--- src/rtl/adc_grp_pkg.sv ---
package adc_grp_pkg;

  localparam int FLAG_W = 4;

  localparam int BIT_THR  = 0;
  localparam int BIT_OVR  = 1;
  localparam int BIT_EMP  = 2;
  localparam int BIT_END  = 3;

  typedef struct packed {
    logic endSet;   // group complete in single-conversion mode
    logic endClr;   // any of the four clear sources
    logic thrW1c;   // write-1 clear of threshold flag
    logic cntUp;    // conversion completed
    logic cntDn;    // FIFO-mode buffer read
  } grpStrobes_t;

endpackage

--- src/rtl/adc_grp_ctrl.sv ---
module adc_grp_ctrl
  import adc_grp_pkg::*;
#(
  parameter int          ADDR_W      = 8,
  parameter int          DATA_W      = 32,
  parameter logic [7:0]  FLAG_OFFSET = 8'h3C,
  parameter logic [7:0]  STAT_OFFSET = 8'h68
) (
  input  logic [ADDR_W-1:0] regAddr,
  input  logic              regWr,
  input  logic [DATA_W-1:0] regWdata,
  input  logic              convDone,
  input  logic              groupDone,
  input  logic              singleMode,
  input  logic              bufRead,
  input  logic              fifoReadMode,
  input  logic              chanSelWr,
  output grpStrobes_t       strobes
);

  logic flagHit;
  logic statHit;
  logic fifoPop;
  logic flagW1cEnd;
  logic statW1cEnd;

  always_comb begin
    flagHit    = regWr && (regAddr == FLAG_OFFSET[ADDR_W-1:0]);
    statHit    = regWr && (regAddr == STAT_OFFSET[ADDR_W-1:0]);
    fifoPop    = bufRead && fifoReadMode;
    flagW1cEnd = flagHit && regWdata[BIT_END];
    statW1cEnd = statHit && regWdata[0];
  end

  always_comb begin
    strobes        = '0;
    strobes.endSet = groupDone && singleMode;
    strobes.endClr = flagW1cEnd || statW1cEnd || fifoPop || chanSelWr;
    strobes.thrW1c = flagHit && regWdata[BIT_THR];
    strobes.cntUp  = convDone;
    strobes.cntDn  = fifoPop;
  end

endmodule

--- src/rtl/adc_grp_dp.sv ---
module adc_grp_dp
  import adc_grp_pkg::*;
#(
  parameter int          ADDR_W      = 8,
  parameter int          DATA_W      = 32,
  parameter int          CNT_W       = 4,
  parameter logic [7:0]  FLAG_OFFSET = 8'h3C
) (
  input  logic              clk,
  input  logic              rst_n,
  input  grpStrobes_t       strobes,
  input  logic [ADDR_W-1:0] regAddr,
  input  logic              bufEmpty,
  input  logic              bufOverrun,
  input  logic [CNT_W-1:0]  thrLevel,
  input  logic              endIntEn,
  input  logic              thrIntEn,
  output logic [FLAG_W-1:0] flagWord,
  output logic [DATA_W-1:0] regRdata,
  output logic              endIrq,
  output logic              thrIrq
);

  localparam logic [CNT_W-1:0] CNT_MAX = {CNT_W{1'b1}};
  localparam int               PAD_W   = DATA_W - FLAG_W;

  logic [CNT_W-1:0] convCnt, convCntNext;
  logic             endFlag, endFlagNext;
  logic             thrFlag, thrFlagNext;
  logic             emptyQ, overrunQ;

  // saturating up/down count of completed, unread conversions
  always_comb begin
    convCntNext = convCnt;
    unique case ({strobes.cntUp, strobes.cntDn})
      2'b10:   if (convCnt != CNT_MAX) convCntNext = convCnt + 1'b1;
      2'b01:   if (convCnt != '0)      convCntNext = convCnt - 1'b1;
      default: convCntNext = convCnt;
    endcase
  end

  // group end: set has priority over every clear source
  always_comb begin
    if (strobes.endSet)      endFlagNext = 1'b1;
    else if (strobes.endClr) endFlagNext = 1'b0;
    else                     endFlagNext = endFlag;
  end

  // threshold: sets on a conversion reaching the level
  always_comb begin
    if (strobes.cntUp && (convCntNext >= thrLevel)) thrFlagNext = 1'b1;
    else if (strobes.thrW1c)                        thrFlagNext = 1'b0;
    else if (convCntNext < thrLevel)                thrFlagNext = 1'b0;
    else                                            thrFlagNext = thrFlag;
  end

  always_ff @(posedge clk or negedge rst_n) begin
    if (!rst_n) begin
      convCnt  <= '0;
      endFlag  <= 1'b0;
      thrFlag  <= 1'b0;
      emptyQ   <= 1'b1;
      overrunQ <= 1'b0;
      endIrq   <= 1'b0;
      thrIrq   <= 1'b0;
    end else begin
      convCnt  <= convCntNext;
      endFlag  <= endFlagNext;
      thrFlag  <= thrFlagNext;
      emptyQ   <= bufEmpty;
      overrunQ <= bufOverrun;
      endIrq   <= endIntEn && endFlagNext && !endFlag;
      thrIrq   <= thrIntEn && thrFlagNext && !thrFlag;
    end
  end

  always_comb begin
    flagWord          = '0;
    flagWord[BIT_END] = endFlag;
    flagWord[BIT_EMP] = emptyQ;
    flagWord[BIT_OVR] = overrunQ;
    flagWord[BIT_THR] = thrFlag;
  end

  always_comb begin
    if (regAddr == FLAG_OFFSET[ADDR_W-1:0]) regRdata = {{PAD_W{1'b0}}, flagWord};
    else                                    regRdata = '0;
  end

endmodule

--- src/rtl/adc_grp_flags.sv ---
module adc_grp_flags
  import adc_grp_pkg::*;
#(
  parameter int          ADDR_W      = 8,
  parameter int          DATA_W      = 32,
  parameter int          CNT_W       = 4,
  parameter logic [7:0]  FLAG_OFFSET = 8'h3C,
  parameter logic [7:0]  STAT_OFFSET = 8'h68
) (
  input  logic              clk,
  input  logic              rst_n,
  input  logic [ADDR_W-1:0] regAddr,
  input  logic              regWr,
  input  logic [DATA_W-1:0] regWdata,
  output logic [DATA_W-1:0] regRdata,
  input  logic              convDone,
  input  logic              groupDone,
  input  logic              singleMode,
  input  logic              bufRead,
  input  logic              fifoReadMode,
  input  logic              chanSelWr,
  input  logic              bufEmpty,
  input  logic              bufOverrun,
  input  logic [CNT_W-1:0]  thrLevel,
  input  logic              endIntEn,
  input  logic              thrIntEn,
  output logic              endIrq,
  output logic              thrIrq
);

  grpStrobes_t       strobes;
  logic [FLAG_W-1:0] flagWord;

  adc_grp_ctrl #(
    .ADDR_W(ADDR_W), .DATA_W(DATA_W),
    .FLAG_OFFSET(FLAG_OFFSET), .STAT_OFFSET(STAT_OFFSET)
  ) u_ctrl (
    .regAddr(regAddr), .regWr(regWr), .regWdata(regWdata),
    .convDone(convDone), .groupDone(groupDone), .singleMode(singleMode),
    .bufRead(bufRead), .fifoReadMode(fifoReadMode), .chanSelWr(chanSelWr),
    .strobes(strobes)
  );

  adc_grp_dp #(
    .ADDR_W(ADDR_W), .DATA_W(DATA_W), .CNT_W(CNT_W), .FLAG_OFFSET(FLAG_OFFSET)
  ) u_dp (
    .clk(clk), .rst_n(rst_n), .strobes(strobes), .regAddr(regAddr),
    .bufEmpty(bufEmpty), .bufOverrun(bufOverrun), .thrLevel(thrLevel),
    .endIntEn(endIntEn), .thrIntEn(thrIntEn),
    .flagWord(flagWord), .regRdata(regRdata),
    .endIrq(endIrq), .thrIrq(thrIrq)
  );

endmodule

--- config.mk ---
export PLATFORM = sky130hd
export DESIGN_NAME = adc_grp_flags
export DESIGN_NICKNAME = d
export VERILOG_FILES = /design/src/rtl/adc_grp_pkg.sv /design/src/rtl/adc_grp_ctrl.sv /design/src/rtl/adc_grp_dp.sv /design/src/rtl/adc_grp_flags.sv
export SDC_FILE = /design/constraint.sdc
export NUM_CORES = 1
export LEC_CHECK = 0
export BUFFER_PORTS_ARGS = -buffer_cell sky130_fd_sc_hd__buf_2
export CAP_MARGIN = 20
export CORE_UTILIZATION = 41
export CTS_CLUSTER_DIAMETER = 80
export DETAILED_ROUTE_END_ITERATION = 10
export GPL_TIMING_DRIVEN = 0
export PLACE_DENSITY = 0.83
export SLEW_MARGIN = 20
export SYNTH_ARGS = -nofsm -noshare
export SYNTH_HDL_FRONTEND = slang
export SYNTH_HIERARCHICAL = 1
export SYNTH_SLANG_ARGS = --single-unit
--- constraint.sdc ---
create_clock -name clk -period 4.77 [get_ports clk]
set_input_delay 0.2385 -clock clk [delete_from_list [all_inputs] [get_ports clk]]
set_output_delay 0.2385 -clock clk [all_outputs]
set_load 0.05 [all_outputs]
### Yosys cells after proc, flatten, opt, wreduce, memory -nomap -nowiden

Index checks and enable logic that the tools add are counted.

| storage, ports and cells | value |
|---|---|
| register bits | 10 |
| latch bits | 0 |
| memory bits (writable) | 0 |
| ROM bits | 0 |
| bits of input ports | 57 |
| memories | 0 |

| operators by class | value |
|---|---|
| $add $sub $neg | 2 |
| $mul | 0 |
| divide/modulo/power cells | 0 |
| magnitude comparators | 2 |
| equality and inequality tests | 5 |
| shifts and indexed selects | 0 |
| muxes and demuxes | 9 |
| bitwise operators | 0 |
| reductions and logical operators | 18 |

Operators by type and width:

| cell | count |
|---|---|
| logical AND 1 bit | 12 |
| 2-to-1 mux 4 bit | 3 |
| == test 8 x 6 -> 1 bit, second input constant | 1 |
| == test 8 x 7 -> 1 bit, second input constant | 1 |
| case mux 4 bit (2 select lines) | 1 |
| 2-to-1 mux 1 bit | 5 |
| adder 4 x 1 -> 4 bit, second input constant | 1 |
| >= comparator 4 bit | 1 |
| < comparator 4 bit | 1 |
| != test 4 bit, second input constant | 1 |
| nonzero test 4 bit | 1 |
| subtractor 4 x 1 -> 4 bit, second input constant | 1 |
| logical OR 1 bit | 3 |
| == test 2 x 1 -> 1 bit, second input constant | 1 |
| == test 2 bit, second input constant | 1 |
| zero test 1 bit | 2 |

### Logic depth before layout (Yosys ltp)

Gate-level depths: netlist (run 1).

| depth | value |
|---|---|
| depth after elaboration | 10 |
| gate-level depth with buffers | 11 |

### Cells and area by module

The synthesis (run 1) kept the hierarchy.

Modules (own cells, without submodules):

| module | instances | cells each | area an instance (µm²) | seq. area each (µm²) |
|---|---|---|---|---|
| adc_grp_dp | 1 | 109 | 977.2 | 251.5 |
| adc_grp_ctrl | 1 | 13 | 88.8 | 0.0 |

### Least setup slack after synthesis (run 1)

No wires, ideal clock.

| timing path | value |
|---|---|
| kind | in2reg |
| start | input port bufRead |
| end | register u_dp.thrIrq |
| setup time | 94 ps |
| arrival | 2120 ps |
| data required time | 4676 ps |
| slack | 2556 ps |
| stages | 11 |
| cells stage by stage | and2_1 > buf_4 > inv_1 > ha_1 > nand2b_1 > a2bb2oi_1 > mux2_2 > ha_1 > nand2_1 > a31o_2 > a211oi_1 |

RTL lines:

| element | line | source |
|---|---|---|
| start: declaration | adc_grp_flags.sv:19 | `input logic bufRead,` |
| end signal: assignment | adc_grp_dp.sv:73 | `thrIrq <= thrIntEn && thrFlagNext && !thrFlag;` |
| end: declaration | adc_grp_dp.sv:21 | `output logic thrIrq` |

### Worst setup path after layout (run 1)

| timing path | value |
|---|---|
| start | register u_dp.convCnt[0] |
| end | register u_dp.thrIrq |

| on the way | value |
|---|---|
| word-level cells in the longest chain between the ends | 9 |
| elaborated cells between the ends (all ways) | 15 |

Ends and longest elaborated chain:

| element | line | source |
|---|---|---|
| start: declaration | adc_grp_dp.sv:27 | `logic [CNT_W-1:0] convCnt, convCntNext;` |
| start signal: assignment | adc_grp_dp.sv:67 | `convCnt <= convCntNext;` |
| subtractor 4 x 1 -> 4 bit (tied with other cells) | adc_grp_dp.sv:37 | `2'b01: if (convCnt != '0) convCntNext = convCnt - 1'b1;` |
| 2-to-1 mux 4 bit (on tied branches) | adc_grp_dp.sv:37, adc_grp_dp.sv:36 |  |
| case mux 4 bit (2 select lines) (*) | adc_grp_dp.sv:35 | `unique case ({strobes.cntUp, strobes.cntDn})` |
| < comparator 4 bit | adc_grp_dp.sv:53 | `else if (convCntNext < thrLevel) thrFlagNext = 1'b0;` |
| 2-to-1 mux 1 bit | adc_grp_dp.sv:53 |  |
| 2-to-1 mux 1 bit | adc_grp_dp.sv:52 | `else if (strobes.thrW1c) thrFlagNext = 1'b0;` |
| 2-to-1 mux 1 bit (*) | adc_grp_dp.sv:51 | `if (strobes.cntUp && (convCntNext >= thrLevel)) thrFlagNext = 1'b1;` |
| logical AND 1 bit (*) (2 in series) | adc_grp_dp.sv:73 |  |

Mark *: on every way between the ends. The rest lies on a longest branch, timed or not.

==> impl_metrics.toml, run 1 <==
[setup_path]
arrival_ns = 2.47
cp_data_required_time_ns = 4.93
cp_common_cell = "ha_1"
path_class = "flip-flop to flip-flop"
slowest_stage = "dfrtp_1"
cp_max_fo = 4
rr_worst_depth = 9
end_kind = "flip-flop"
critPathLaunchType = "flip-flop"
ff2ff_setup_slack_ns = 2.46
slowest_delay_ns = 0.41
cp_cell_sequence = "inv_1 -> ha_1 -> nor3b_4 -> a21oi_1 -> mux2_2 -> ha_1 -> nand2_1 -> a31o_2 -> a211oi_1"

[placement]
place_congestion = 0.7473
pre_cts_ws_ns = 2.310
detailed_place_hpwl_um = 1839
io_buffers = 31

[global_routing]
grt_overflow = 0
grt_pass1_wl_um = 3470
grt_usage = 0.1711
grt_max_degree = 11
antenna_found_initial = 0
grt_pass1_vias = 881

[timing]
skew_ns = 0.002778
fin_crit_ns = 2.307
slew_viol_final = 0
rsz0062_at_grt = "false"
setup_tns_ns = 0
hold_slack_ns = 0.07403
final.setup.worst_slack_ns = 2.463
setup_viol = 0
fin_crit_sh = 0.4836
hold_viol = 0
clock.fmax_mhz = 433.5

[synth]
postSynthCellCount = 118
syn_area_um2 = 1036
yosysWarnings = 6
syn_area_per_cell_um2 = 8.780

[floorplanning]
die_w_um = 52.27
rows = 17
dieArea_um2 = 2732
start_util = 0.4510
die_y_um = 52.27
core_area_um2 = 2297
io_pins = 91

[routing]
vias_per_cell = 4.536
drc = 0
wirelength_um = 2129
via_count = 948
post_drt_wl_per_cell_um = 10.19
antenna_left = 0
first_pass_iters = 4
initialDrtViolationCount = 22

[layout]
drive_gt1_frac = 0.4033
postLayoutCoreUtil = 0.5937
antenna_cells = 0
area_growth_pct = 31.64
layout.nets = 247
num-fill-cells = 199

[cts]
clockRootBuffer = "clkbuf_4"
cts_inserted_buffers = 3
post_cts_buffers = 0
cts_tree = "built"
path_clk_slew_ns = 0.06
clock_path_buffers = 2
numClockSinks = 10
clk_latency_ns = 0.26
ctsHtreeMaxLevel = 1

[outcome]
status = "completed"

[power_and_ir_drop]
power_density_nw_per_um2 = 286.0
clkPwrFrac = 0.154
power.internal_uw = 222.5
vdd_drop_max_v = 0.0002057
swShare = 0.4295
power_uw = 390.1
power.static_leakage_uw = 0.0007877
p_seq_frac = 0.282
switchingPower_uw = 167.5
combPwrFrac = 0.563

[job]
maxCapViolCount = 0

[worst_hold_path]
min_path_type = "input pin to flip-flop"
hold_depth = 1
power groups by stage:
| stage | logic [uW] | clock network [uW] | registers, uW |
|---|---|---|---|
| 2_1_floorplan | 174 | 0 | 114 |
| 3_3_place_gp | 206 | 0 | 111 |
| 3_5_place_dp | 216 | 0 | 112 |
| 4_1_cts | 218 | 62.7 | 110 |
| 5_1_grt | 237 | 68.0 | 113 |
| 6_report | 220 | 60.2 | 110 |
final cells by class:
class                      count  area [um^2]  area share
sequential                    10        251.5      0.1844
clock buffer                   4        26.28     0.01927
timing repair buffer          32        165.2      0.1211
tap                           28        35.03     0.02569
multi-input combinational     93        600.6      0.4404
buffer                        32        247.7      0.1817
inverter                      10        37.54     0.02752
metal layers:
layer,track usage,vias to the layer above,wire (um),part of all wire
met5,0,-,0,0
met4,0.04825,0,29,0.014
met3,0.05217,4,136,0.064
met2,0.3248,39,1156,0.54
met1,0.1788,431,807,0.38
li1,-,474,-,-
metrics by stage:
step	instance area, um^2	cells
floorplan	1137	145
global placement	1328	204
global route	1364	209
finish	1364	209
detailed placement	1328	204
CTS	1364	209
state kept, by name, summed over array words and instances, names as in the netlist:
signal         cells
u_dp/convCnt       4
u_dp/emptyQ        1
u_dp/endFlag       1
u_dp/endIrq        1
u_dp/overrunQ      1
u_dp/thrFlag       1
u_dp/thrIrq        1
cell usage in the layout (no fill, tap or decap), types with 2 or more instances in the layout:
cell,instances
buf_2,31
buf_4,30
conb_1,28
inv_1,10
dfrtp_1,9
ha_1,8
nand2_1,7
and2_1,6
a21oi_1,6
clkbuf_4,3
nor2_1,3
nor2b_1,3
nand3_1,3
nand4b_1,2
buf_6,2
nand2b_1,2
mux2i_1,2
nand4bb_1,2
o221ai_1,2
o211ai_1,2
path summary, 6_finish.rpt:
kind	start	to
max in group asynchronous	rst_n	u_dp/emptyQ
min in group asynchronous	rst_n	u_dp/convCnt[2]
setup reg to reg	u_dp/convCnt[0]	u_dp/thrIrq
setup / recovery	u_dp/convCnt[0]	u_dp/thrIrq
hold reg to reg	u_dp/thrFlag	u_dp/thrIrq
hold / removal	bufEmpty	u_dp/emptyQ
timing repair:
item / in CTS / in global routing
endpoints found under the hold margin: 9 / 0
resized for setup: 0 / 0
hold buffers: 1 / 0
worst max-delay path, delay by kind of cell, from the launching register on:
family / cells / cell delay, ns
compound gates: 3 / 0.60
fa+ha+maj: 2 / 0.51
flops: 1 / 0.41
simple gates: 2 / 0.29
mux: 1 / 0.28
buf+inv: 1 / 0.13
Note: power is estimated with default switching activity, not from simulation.
==> run 2: changes to the inputs <==
--- a/config.mk
+++ b/config.mk
@@ -7,11 +7,11 @@
 export LEC_CHECK = 0
 export BUFFER_PORTS_ARGS = -buffer_cell sky130_fd_sc_hd__buf_2
 export CAP_MARGIN = 20
-export CORE_UTILIZATION = 41
+export CORE_UTILIZATION = 38
 export CTS_CLUSTER_DIAMETER = 80
 export DETAILED_ROUTE_END_ITERATION = 10
 export GPL_TIMING_DRIVEN = 0
-export PLACE_DENSITY = 0.83
+export PLACE_DENSITY = 0.78
 export SLEW_MARGIN = 20
 export SYNTH_ARGS = -nofsm -noshare
 export SYNTH_HDL_FRONTEND = slang
==> constraint.sdc (replaced) <==
create_clock -name clk -period 2.2 [get_ports clk]
set_input_delay 0.11 -clock clk [delete_from_list [all_inputs] [get_ports clk]]
set_output_delay 0.11 -clock clk [all_outputs]
set_load 0.05 [all_outputs]
==> run 2 against run 1 <==
Sequential cell count stayed put. Worst setup slack worse by 2.4 ns. Global-route usage is 0.44 points lower. Sequential share of layout area is 1.6 points lower. Highest routed layer unchanged. Via count is 3.2% higher. Sequential power is 120% higher. Combinational power grew to 2.7 times the previous value. Power grew to 2.6 times the previous value. Final cell count is 4.8% higher. Hold slack worse by 0.0018 ns. Core utilization is 0.21 points higher.
==> impl_metrics.toml, run 2 (same netlist as run 1, synthesis figures left out) <==
[cts]
numClockSinks = 10
clk_latency_ns = 0.26
clockRootBuffer = "clkbuf_4"
path_clk_slew_ns = 0.07
cts_tree = "built"
cts_inserted_buffers = 3
clock_path_buffers = 2
ctsHtreeMaxLevel = 1

[global_routing]
antenna_found_initial = 0
grt_pass1_wl_um = 3594
grt_max_degree = 11
grt_pass1_vias = 893
grt_usage = 0.1667
grt_overflow = 0

[routing]
wirelength_um = 2405
initialDrtViolationCount = 10
via_count = 978
vias_per_cell = 4.466
drc = 0
post_drt_wl_per_cell_um = 10.98
first_pass_iters = 4
antenna_left = 0

[placement]
place_congestion = 0.8263
detailed_place_hpwl_um = 1843
place_area_um2 = 1330
pre_cts_ws_ns = -0.2021
dp.cells = 206
io_buffers = 31

[power_and_ir_drop]
power.static_leakage_uw = 0.0008436
power_uw = 994.7
power_density_nw_per_um2 = 661.9
vdd_drop_max_v = 0.0005126

[setup_path]
r2r-start = "u_dp/convCnt[0]"
critPathLaunchType = "flip-flop"
crit_end = "u_dp/thrIrq"
end_kind = "flip-flop"
slowest_delay_ns = 0.44
path_class = "flip-flop to flip-flop"
slowest_stage = "dfrtp_2"
cp_max_fo = 4
r2r-end = "u_dp/thrIrq"
cp_data_required_time_ns = 2.38
ff2ff_setup_slack_ns = 0.02
cp_cell_sequence = "inv_2 -> ha_4 -> nor3b_4 -> a21oi_2 -> mux2_4 -> ha_1 -> nand2_1 -> a31o_2 -> a211oi_2"
arrival_ns = 2.36
critical_path.startpoint = "u_dp/convCnt[0]"
rr_worst_depth = 9

[floorplanning]
die_y_um = 54.22
start_util = 0.4107
io_pins = 91
dieArea_um2 = 2939
rows = 18
die_w_um = 54.22
core_area_um2 = 2522

[layout]
drive_gt1_frac = 0.4762
instances_no_fill = 219
layout_commonest_cell = "buf_4"
largest_reg_flops = 4
area_growth_pct = 45.05
top_register = "u_dp/convCnt"
num-fill-cells = 219
postLayoutCellArea_um2 = 1503
final_cell_mix = "buf_4 (35), buf_2 (31), conb_1 (28), inv_1 (8), dfrtp_1 (8)"
antenna_cells = 0
layout.nets = 255

[timing]
skew_ns = 0.0001858
rsz0062_at_grt = "true"
fin_crit_sh = 0.9917
hold_viol = 0
setup_viol = 0
slew_viol_final = 0
fin_crit_ns = 2.182
clock.fmax_mhz = 458.3
final.setup.worst_slack_ns = 0.01816

[outcome]
status = "completed"

[job]
maxCapViolCount = 0

[worst_hold_path]
min_path_type = "input pin to flip-flop"
min_from = "endIntEn"
-- run 2: stage by stage --
| step | hold WS [ns] | TNS [ns] | utilization |
|---|---|---|---|
| after global routing | 0.07614 | -0.08430 | 0.5957 |
| after floorplan | -0.1856 | 0 | - |
| final | 0.07225 | 0 | 0.5957 |
| after global placement | -0.02099 | -0.1398 | 0.5273 |
| after detailed placement | -0.01373 | -0.2824 | 0.5273 |
| after CTS | 0.07354 | 0 | 0.5610 |
-- run 2: worst min-delay path by stage --
stage                                  to  slack [ns]  cells past startpoint
after floorplan           u_dp/convCnt[0]       -0.19                      0
after global placement    u_dp/convCnt[2]       -0.02                      1
after detailed placement  u_dp/convCnt[3]       -0.01                      1
after CTS                     u_dp/endIrq        0.07                      3
after global routing          u_dp/endIrq        0.08                      3
final                         u_dp/endIrq        0.07                      3
-- run 2: per-layer routing --
metal | global-route usage | vias to the layer above | routed length, um
li1 | - | 490 | -
met5 | 0 | - | 0
met2 | 0.3110 | 32 | 1316
met4 | 0.03846 | 0 | 16
met1 | 0.1852 | 454 | 943
met3 | 0.04444 | 2 | 128
-- run 2: what timing repair did --
| item | 4_1_cts | 5_1_grt |
|---|---|---|
| cloned | 0 | 0 |
| hold endpoints to repair | 12 | 0 |
| setup buffers | 1 | 5 |
| pin swaps | 0 | 9 |
| endpoints found under the setup margin | 2 | 2 |
| hold buffers | 3 | 0 |
| resized for setup | 4 | 10 |
-- run 2: final cells by class --
| type | instances | area (um^2) | area share |
|---|---|---|---|
| buffer | 32 | 247.7 | 0.1649 |
| multi-input combinational | 93 | 656.9 | 0.4371 |
| tap | 30 | 37.54 | 0.02498 |
| clock buffer | 4 | 36.28 | 0.02415 |
| sequential | 10 | 252.7 | 0.1682 |
| inverter | 10 | 37.54 | 0.02498 |
| timing repair buffer | 40 | 234.0 | 0.1557 |
-- run 2: worst max-delay path: cells and delay by family, from the launching register on --
kind / cells / cell delay [ns]
muxes: 1 / 0.29
DFF: 1 / 0.44
buffers and inverters: 1 / 0.10
and+or+nand+nor: 2 / 0.30
adders and majority gates: 2 / 0.42
AOI/OAI and AO/OA: 3 / 0.54
-- run 2: report_power, final --
part / switching, uW / internal [uW] / leakage [uW] / total, uW
Sequential: 25.7 / 217 / 0.000128 / 243
Clock: 65.4 / 100 / 0.0000210 / 166
Combinational: 319 / 267 / 0.000695 / 586
Total: 410 / 584 / 0.000844 / 995
